`src/rtl/vtg_pkg.sv`:
```
package vtg_pkg;

  // Width of every window coordinate and size input.
  localparam int unsigned VTG_SIZE_W = 11;

  // Window settings captured once per frame.
  typedef struct packed {
    logic [VTG_SIZE_W-1:0] sx;
    logic [VTG_SIZE_W-1:0] sy;
    logic [VTG_SIZE_W-1:0] w;
    logic [VTG_SIZE_W-1:0] h;
  } vtg_win_t;

  // Per-pixel flags carried down the output pipeline.
  typedef struct packed {
    logic hs;
    logic vs;
    logic de;
    logic win;
  } vtg_flags_t;

endpackage

```
`src/rtl/vtg_scan_counter.sv`:
```
module vtg_scan_counter #(
  parameter  int unsigned H_TOTAL = 2200,
  parameter  int unsigned V_TOTAL = 1125,
  parameter  int unsigned H_SYNC  = 44,
  parameter  int unsigned V_SYNC  = 5,
  localparam int unsigned HW      = $clog2(H_TOTAL),
  localparam int unsigned VW      = $clog2(V_TOTAL)
) (
  input  logic          clk,
  input  logic          rst_n,
  output logic [HW-1:0] hcnt,
  output logic [VW-1:0] vcnt,
  output logic          frame_start,
  output logic          line_sync,
  output logic          frame_sync
);

  logic          h_last;
  logic          v_last;
  logic [HW-1:0] hcnt_nxt;
  logic [VW-1:0] vcnt_nxt;

  always_comb begin
    h_last   = (hcnt == HW'(H_TOTAL - 1));
    v_last   = (vcnt == VW'(V_TOTAL - 1));
    hcnt_nxt = h_last ? '0 : hcnt + HW'(1);
    vcnt_nxt = vcnt;
    if (h_last) begin
      vcnt_nxt = v_last ? '0 : vcnt + VW'(1);
    end
  end

  always_ff @(posedge clk or negedge rst_n) begin
    if (!rst_n) begin
      hcnt <= '0;
      vcnt <= '0;
    end else begin
      hcnt <= hcnt_nxt;
      vcnt <= vcnt_nxt;
    end
  end

  always_comb begin
    frame_start = (hcnt == '0) && (vcnt == '0);
    line_sync   = (hcnt < HW'(H_SYNC));
    frame_sync  = (vcnt < VW'(V_SYNC));
  end


  line_hold_chk: assert property (@(posedge clk) disable iff (!rst_n)
    (hcnt != HW'(H_TOTAL - 1)) |=> (vcnt == $past(vcnt)));

endmodule

```
`src/rtl/vtg_window_gate.sv`:
```
module vtg_window_gate
  import vtg_pkg::*;
#(
  parameter  int unsigned H_TOTAL   = 2200,
  parameter  int unsigned V_TOTAL   = 1125,
  parameter  int unsigned H_ACT_BEG = 192,
  parameter  int unsigned V_ACT_BEG = 41,
  parameter  int unsigned H_ACT     = 1920,
  parameter  int unsigned V_ACT     = 1080,
  localparam int unsigned HW        = $clog2(H_TOTAL),
  localparam int unsigned VW        = $clog2(V_TOTAL),
  localparam int unsigned CW        = VTG_SIZE_W + 2,
  localparam int unsigned H_ACT_END = H_ACT_BEG + H_ACT,
  localparam int unsigned V_ACT_END = V_ACT_BEG + V_ACT
) (
  input  logic                  clk,
  input  logic                  rst_n,
  input  logic [HW-1:0]         hcnt,
  input  logic [VW-1:0]         vcnt,
  input  logic                  frame_start,
  input  logic [VTG_SIZE_W-1:0] start_x,
  input  logic [VTG_SIZE_W-1:0] start_y,
  input  logic [VTG_SIZE_W-1:0] width,
  input  logic [VTG_SIZE_W-1:0] height,
  output logic                  in_active,
  output logic                  in_window
);

  vtg_win_t      win_q;
  vtg_win_t      win_nxt;
  logic [CW-1:0] col;
  logic [CW-1:0] row;
  logic [CW-1:0] col_end;
  logic [CW-1:0] row_end;
  logic          h_act;
  logic          v_act;
  logic          h_in;
  logic          v_in;

  // Window capture: load enable is the frame-start position only.
  always_comb begin
    win_nxt = win_q;
    if (frame_start) begin
      win_nxt.sx = start_x;
      win_nxt.sy = start_y;
      win_nxt.w  = width;
      win_nxt.h  = height;
    end
  end

  always_ff @(posedge clk or negedge rst_n) begin
    if (!rst_n) begin
      win_q <= '0;
    end else begin
      win_q <= win_nxt;
    end
  end

  // Position compare against the active area and the window rectangle.
  always_comb begin
    h_act     = (hcnt >= HW'(H_ACT_BEG)) && (hcnt < HW'(H_ACT_END));
    v_act     = (vcnt >= VW'(V_ACT_BEG)) && (vcnt < VW'(V_ACT_END));
    col       = CW'(hcnt) - CW'(H_ACT_BEG);
    row       = CW'(vcnt) - CW'(V_ACT_BEG);
    col_end   = CW'(win_q.sx) + CW'(win_q.w);
    row_end   = CW'(win_q.sy) + CW'(win_q.h);
    h_in      = (col >= CW'(win_q.sx)) && (col < col_end);
    v_in      = (row >= CW'(win_q.sy)) && (row < row_end);
    in_active = h_act && v_act;
    in_window = in_active && h_in && v_in;
  end


  empty_win_chk: assert property (@(posedge clk) disable iff (!rst_n)
    ((win_q.w == '0) || (win_q.h == '0)) |-> !in_window);


  win_clip_chk: assert property (@(posedge clk) disable iff (!rst_n)
    in_window |-> in_active);

endmodule

```
`src/rtl/vtg_frame_raster.sv`:
```
module vtg_frame_raster
  import vtg_pkg::*;
#(
  parameter  int unsigned H_ACT     = 1920,
  parameter  int unsigned H_FP      = 88,
  parameter  int unsigned H_SYNC    = 44,
  parameter  int unsigned H_BP      = 148,
  parameter  int unsigned V_ACT     = 1080,
  parameter  int unsigned V_FP      = 4,
  parameter  int unsigned V_SYNC    = 5,
  parameter  int unsigned V_BP      = 36,
  parameter  int unsigned RGB_W     = 24,
  localparam int unsigned H_TOTAL   = H_SYNC + H_BP + H_ACT + H_FP,
  localparam int unsigned V_TOTAL   = V_SYNC + V_BP + V_ACT + V_FP,
  localparam int unsigned H_ACT_BEG = H_SYNC + H_BP,
  localparam int unsigned V_ACT_BEG = V_SYNC + V_BP,
  localparam int unsigned HW        = $clog2(H_TOTAL),
  localparam int unsigned VW        = $clog2(V_TOTAL)
) (
  input  logic                  clk,
  input  logic                  rst_n,
  input  logic [VTG_SIZE_W-1:0] i_start_x,
  input  logic [VTG_SIZE_W-1:0] i_start_y,
  input  logic [VTG_SIZE_W-1:0] i_width,
  input  logic [VTG_SIZE_W-1:0] i_height,
  input  logic [RGB_W-1:0]      i_rgb,
  output logic                  o_hs,
  output logic                  o_vs,
  output logic                  o_de,
  output logic [RGB_W-1:0]      o_rgb,
  output logic                  o_req
);

  logic [HW-1:0] hcnt;
  logic [VW-1:0] vcnt;
  logic          frame_start;
  logic          line_sync;
  logic          frame_sync;
  logic          in_active;
  logic          in_window;
  vtg_flags_t    s1_q;
  vtg_flags_t    s1_nxt;
  vtg_flags_t    s2_q;

  vtg_scan_counter #(
    .H_TOTAL (H_TOTAL),
    .V_TOTAL (V_TOTAL),
    .H_SYNC  (H_SYNC),
    .V_SYNC  (V_SYNC)
  ) i_scan (
    .clk         (clk),
    .rst_n       (rst_n),
    .hcnt        (hcnt),
    .vcnt        (vcnt),
    .frame_start (frame_start),
    .line_sync   (line_sync),
    .frame_sync  (frame_sync)
  );

  vtg_window_gate #(
    .H_TOTAL   (H_TOTAL),
    .V_TOTAL   (V_TOTAL),
    .H_ACT_BEG (H_ACT_BEG),
    .V_ACT_BEG (V_ACT_BEG),
    .H_ACT     (H_ACT),
    .V_ACT     (V_ACT)
  ) i_gate (
    .clk         (clk),
    .rst_n       (rst_n),
    .hcnt        (hcnt),
    .vcnt        (vcnt),
    .frame_start (frame_start),
    .start_x     (i_start_x),
    .start_y     (i_start_y),
    .width       (i_width),
    .height      (i_height),
    .in_active   (in_active),
    .in_window   (in_window)
  );

  // Stage 1 carries the request; stage 2 aligns flags with returned data.
  always_comb begin
    s1_nxt.hs  = line_sync;
    s1_nxt.vs  = frame_sync;
    s1_nxt.de  = in_active;
    s1_nxt.win = in_window;
  end

  always_ff @(posedge clk or negedge rst_n) begin
    if (!rst_n) begin
      s1_q <= '0;
      s2_q <= '0;
    end else begin
      s1_q <= s1_nxt;
      s2_q <= s1_q;
    end
  end

  always_comb begin
    o_req = s1_q.win;
    o_hs  = s2_q.hs;
    o_vs  = s2_q.vs;
    o_de  = s2_q.de;
    o_rgb = s2_q.win ? i_rgb : '0;
  end


  de_blank_chk: assert property (@(posedge clk) disable iff (!rst_n)
    o_de |-> (!o_hs && !o_vs));


  req_lead_chk: assert property (@(posedge clk) disable iff (!rst_n)
    o_req |=> o_de);


  rgb_black_chk: assert property (@(posedge clk) disable iff (!rst_n)
    !o_de |-> (o_rgb == '0));

endmodule

```
`config.mk`:
```
export PLATFORM = sky130hd
export DESIGN_NAME = vtg_frame_raster
export DESIGN_NICKNAME = d
export VERILOG_FILES = /design/src/rtl/vtg_pkg.sv /design/src/rtl/vtg_scan_counter.sv /design/src/rtl/vtg_window_gate.sv /design/src/rtl/vtg_frame_raster.sv
export SDC_FILE = /design/constraint.sdc
export NUM_CORES = 1
export LEC_CHECK = 0
export ABC_AREA = 1
export BUFFER_PORTS_ARGS = -buffer_cell sky130_fd_sc_hd__buf_2
export CORE_ASPECT_RATIO = 0.8
export CORE_MARGIN = 2
export CORE_UTILIZATION = 52
export DETAILED_ROUTE_END_ITERATION = 12
export PLACE_DENSITY = 0.77
export SETUP_SLACK_MARGIN = 0.3
export SLEW_MARGIN = 0
export SYNTH_ARGS = -nofsm -noshare
export SYNTH_HDL_FRONTEND = slang
export SYNTH_SLANG_ARGS = --single-unit
```
`constraint.sdc`:
```
create_clock -name clk -period 2.6 [get_ports clk]
set_input_delay 0 -clock clk [delete_from_list [all_inputs] [get_ports clk]]
set_output_delay 0 -clock clk [all_outputs]
set_load 0.02 [all_outputs]
```
==> results.cfg <==
[cts]
clk_pin_slew_ps = 70
cts_buffers = 9
h-tree-depth = 3
clock-sinks = 75
tritoncts = built
cts-root-buf = clkbuf_16
clock_latency_ps = 350
cts.path.max_buffers = 2

[drt]
met1_length_mm = 7.51
ant_nets = 0
routedWlPerCell_um = 17.0
drc = 0
vias_per_cell = 5.49
vias = 5885
met2_length_mm = 8.16
top_layer = met4
dr.pass1.iters = 5
drtIter0Drc = 441
dr_wl_met3_mm = 1.76
routed_wl_mm = 18.2

[worst_setup_path]
r2r_start = i_gate.win_q[35]
worst_ep_arrival_time_ps = 3090
criticalPathCategory = reg -> reg
critPathCaptureType = flip-flop
critPathLaunchType = flip-flop
path_max_fanout = 6
crit_start = i_gate.win_q[35]
worst-endpoint-required_ps = 2890

[logic_synthesis]
synth_edf_count = 0
synth_commonest_cells = nand2_1, inv_1, dfrtp_1, ha_1, nor2_1
synth_top_area_cell = dfrtp_1
yosysWarningCount = 0
synthDistinctLibCells = 36
syn_area_sq_um = 6030
synthesis.nets = 894
yosysTopAreaCellShare = 0.311
synth_area_leaders = dfrtp_1, ha_1, nand2_1, mux2_4, inv_1
async_flop_share = 1.00
ys.flop_type = dfrtp_1
synth_seq_cells = 75
syn_avg_cell_area_sq_um = 8.07
ys_seq_area_frac = 0.311
yosysMostFrequentCell = nand2_1
synth_cells = 747

[timing]
max_freq_mhz = 357
fin_skew_ps = 12.2
final-setup-viol-count = 1
slew_headroom = 0.355
fin_ws_ps = -201
rsz0062_at_grt = yes
tightest_slew_ps = 968
whs_ps = 296
finalCritPeriodShare = 1.08
timing_hold_violations_final = 0
drv_slew = 0
period_needed_ps = 2800

[floorplanning]
die_y_um = 100
start_util = 0.527
core_area_sq_um = 11400
die_area_sq_um = 12500
die_w_um = 124
std_cell_rows = 35
pin_count = 98

[pwr]
p_leak_nw = 4.37
finalPower_mw = 3.35
power.density_nw_per_um2 = 427
ir_drop_mv = 0.566

[cells_and_area]
utilization = 0.686
fin_nets = 1065
antenna_cells = 0
drive_gt1_frac = 0.257
syn_to_final_growth_pct = 30.1

[hold_path]
min_from = i_rgb[22]
hold_path.class = in -> out

[global_routing]
grt_overflow = 0
grt_start_max_net_pins = 76
grt_pass1_wl_mm = 25.9
antenna_found_initial = 0
grtUsageTotal = 0.259
first_global_vias = 5292

[placement]
place_hpwl_mm = 10.1
place_congestion = 0.916
place_ws_ps = -6.39
io_buffers = 97

[status]
status = finished with violations
violations = negative setup slack

[job]
maxCapViolCount = 0
==> cell families (layout without fill, tap and decap cells) <==
logic type               after synthesis  after routing  share of synthesized area
multiplexers                          44             44                      0.107
XOR/XNOR                              32             32                     0.0465
buffers and inverters                138            314                     0.0922
AND/OR/NAND/NOR                      309            309                      0.217
adder cells (fa/ha/maj)               77             77                      0.162
flip-flops                            75             75                      0.311
AO/OA/AOI/OAI                         72             72                     0.0635
==> where the power goes <==
| group | internal, mW | total (mW) | switching [mW] | leakage (nW) |
|---|---|---|---|---|
| Clock | 0.780 | 1.33 | 0.550 | 0.150 |
| Sequential | 1.20 | 1.25 | 0.0430 | 0.917 |
| Combinational | 0.368 | 0.777 | 0.409 | 3.30 |
| Total | 2.35 | 3.35 | 1.00 | 4.37 |
==> cells in the final DEF (no fill, tap or decap), drive strengths merged, types with 2 or more instances in the layout <==
cell type    synthesis  final
a21oi               38     38
inv                126    128
o21ai               24     24
xor2                24     24
xnor2                8      8
dfrtp               75     75
dlygate4sd3          0     45
nand3               38     38
a21o                 2      2
o21bai               2      2
mux2                44     44
fa                   2      2
o22ai                2      2
clkinv               0      2
ha                  75     75
nor2                71     71
nor3                 9      9
nand2              173    173
buf                 10    127
clkbuf               2     10
nor4                 3      3
nand4               12     12
==> per-layer routing <==
metal  up-vias  GRT usage
li1       2750          -
met1      2707      0.335
met3        82     0.0554
met4         0     0.0933
met2       346      0.435
met5         -          0
==> worst max-delay path, cell delays in order (launching register included) <==
cell,delay (ps)
dfrtp_1,450
ha_4,280
a21oi_2,200
o21ai_4,90
a21oi_2,150
nor2_1,80
nor2_1,220
xor2_1,210
ha_1,290
nand2_1,100
a21oi_1,40
nor2_1,110
nor2_1,50
nor2_1,100
nand2_1,90
nor2_2,100
nand3_1,70
nor2_1,100
==> path summary, 6_finish.rpt <==
kind,slack [ps],to,depth (start not counted)
max in group asynchronous,1550,i_gate.win_q[16],2
min in group asynchronous,380,i_gate.win_q[3],2
worst max-delay path,-200,o_req,17
worst max register to register,-200,o_req,17
worst min-delay path,300,o_rgb[22],4
worst min register to register,350,o_de,0
==> repair_timing <==
item / CTS / global route
hold buffers: 45 / 0
gates cloned: 0 / 0
setup endpoints to repair: 1 / 1
buffers inserted: 10 / 13
gates resized for setup: 13 / 30
endpoints found under the hold margin: 119 / 0
pin swaps: 12 / 15
==> sequential cells by signal (all words and copies together), names as in the netlist <==
register,cells
i_gate.win_q,44
i_scan.hcnt,12
i_scan.vcnt,11
s1_q,3
o_de,1
o_hs,1
o_req,1
o_vs,1
s2_q,1
==> through the flow <==
stage                     area [sq um]  setup TNS, ps  cells
after floorplan                   6050              0    747
after global placement            6710              0    987
after detailed placement          6710          -6.39    987
after CTS                         7610              0   1058
after global routing              7840           -318   1071
final                             7840           -201   1071
==> cell type report <==
cell class,count,area [sq um]
repair buffers,172,1180
clock buffers,10,239
clock inverters,6,72.6
well taps,148,185
fillers,767,3590
inverters,126,473
multi-input cells,534,3810
flip-flops and latches,75,1880
Note: power is estimated with default switching activity, not from simulation.
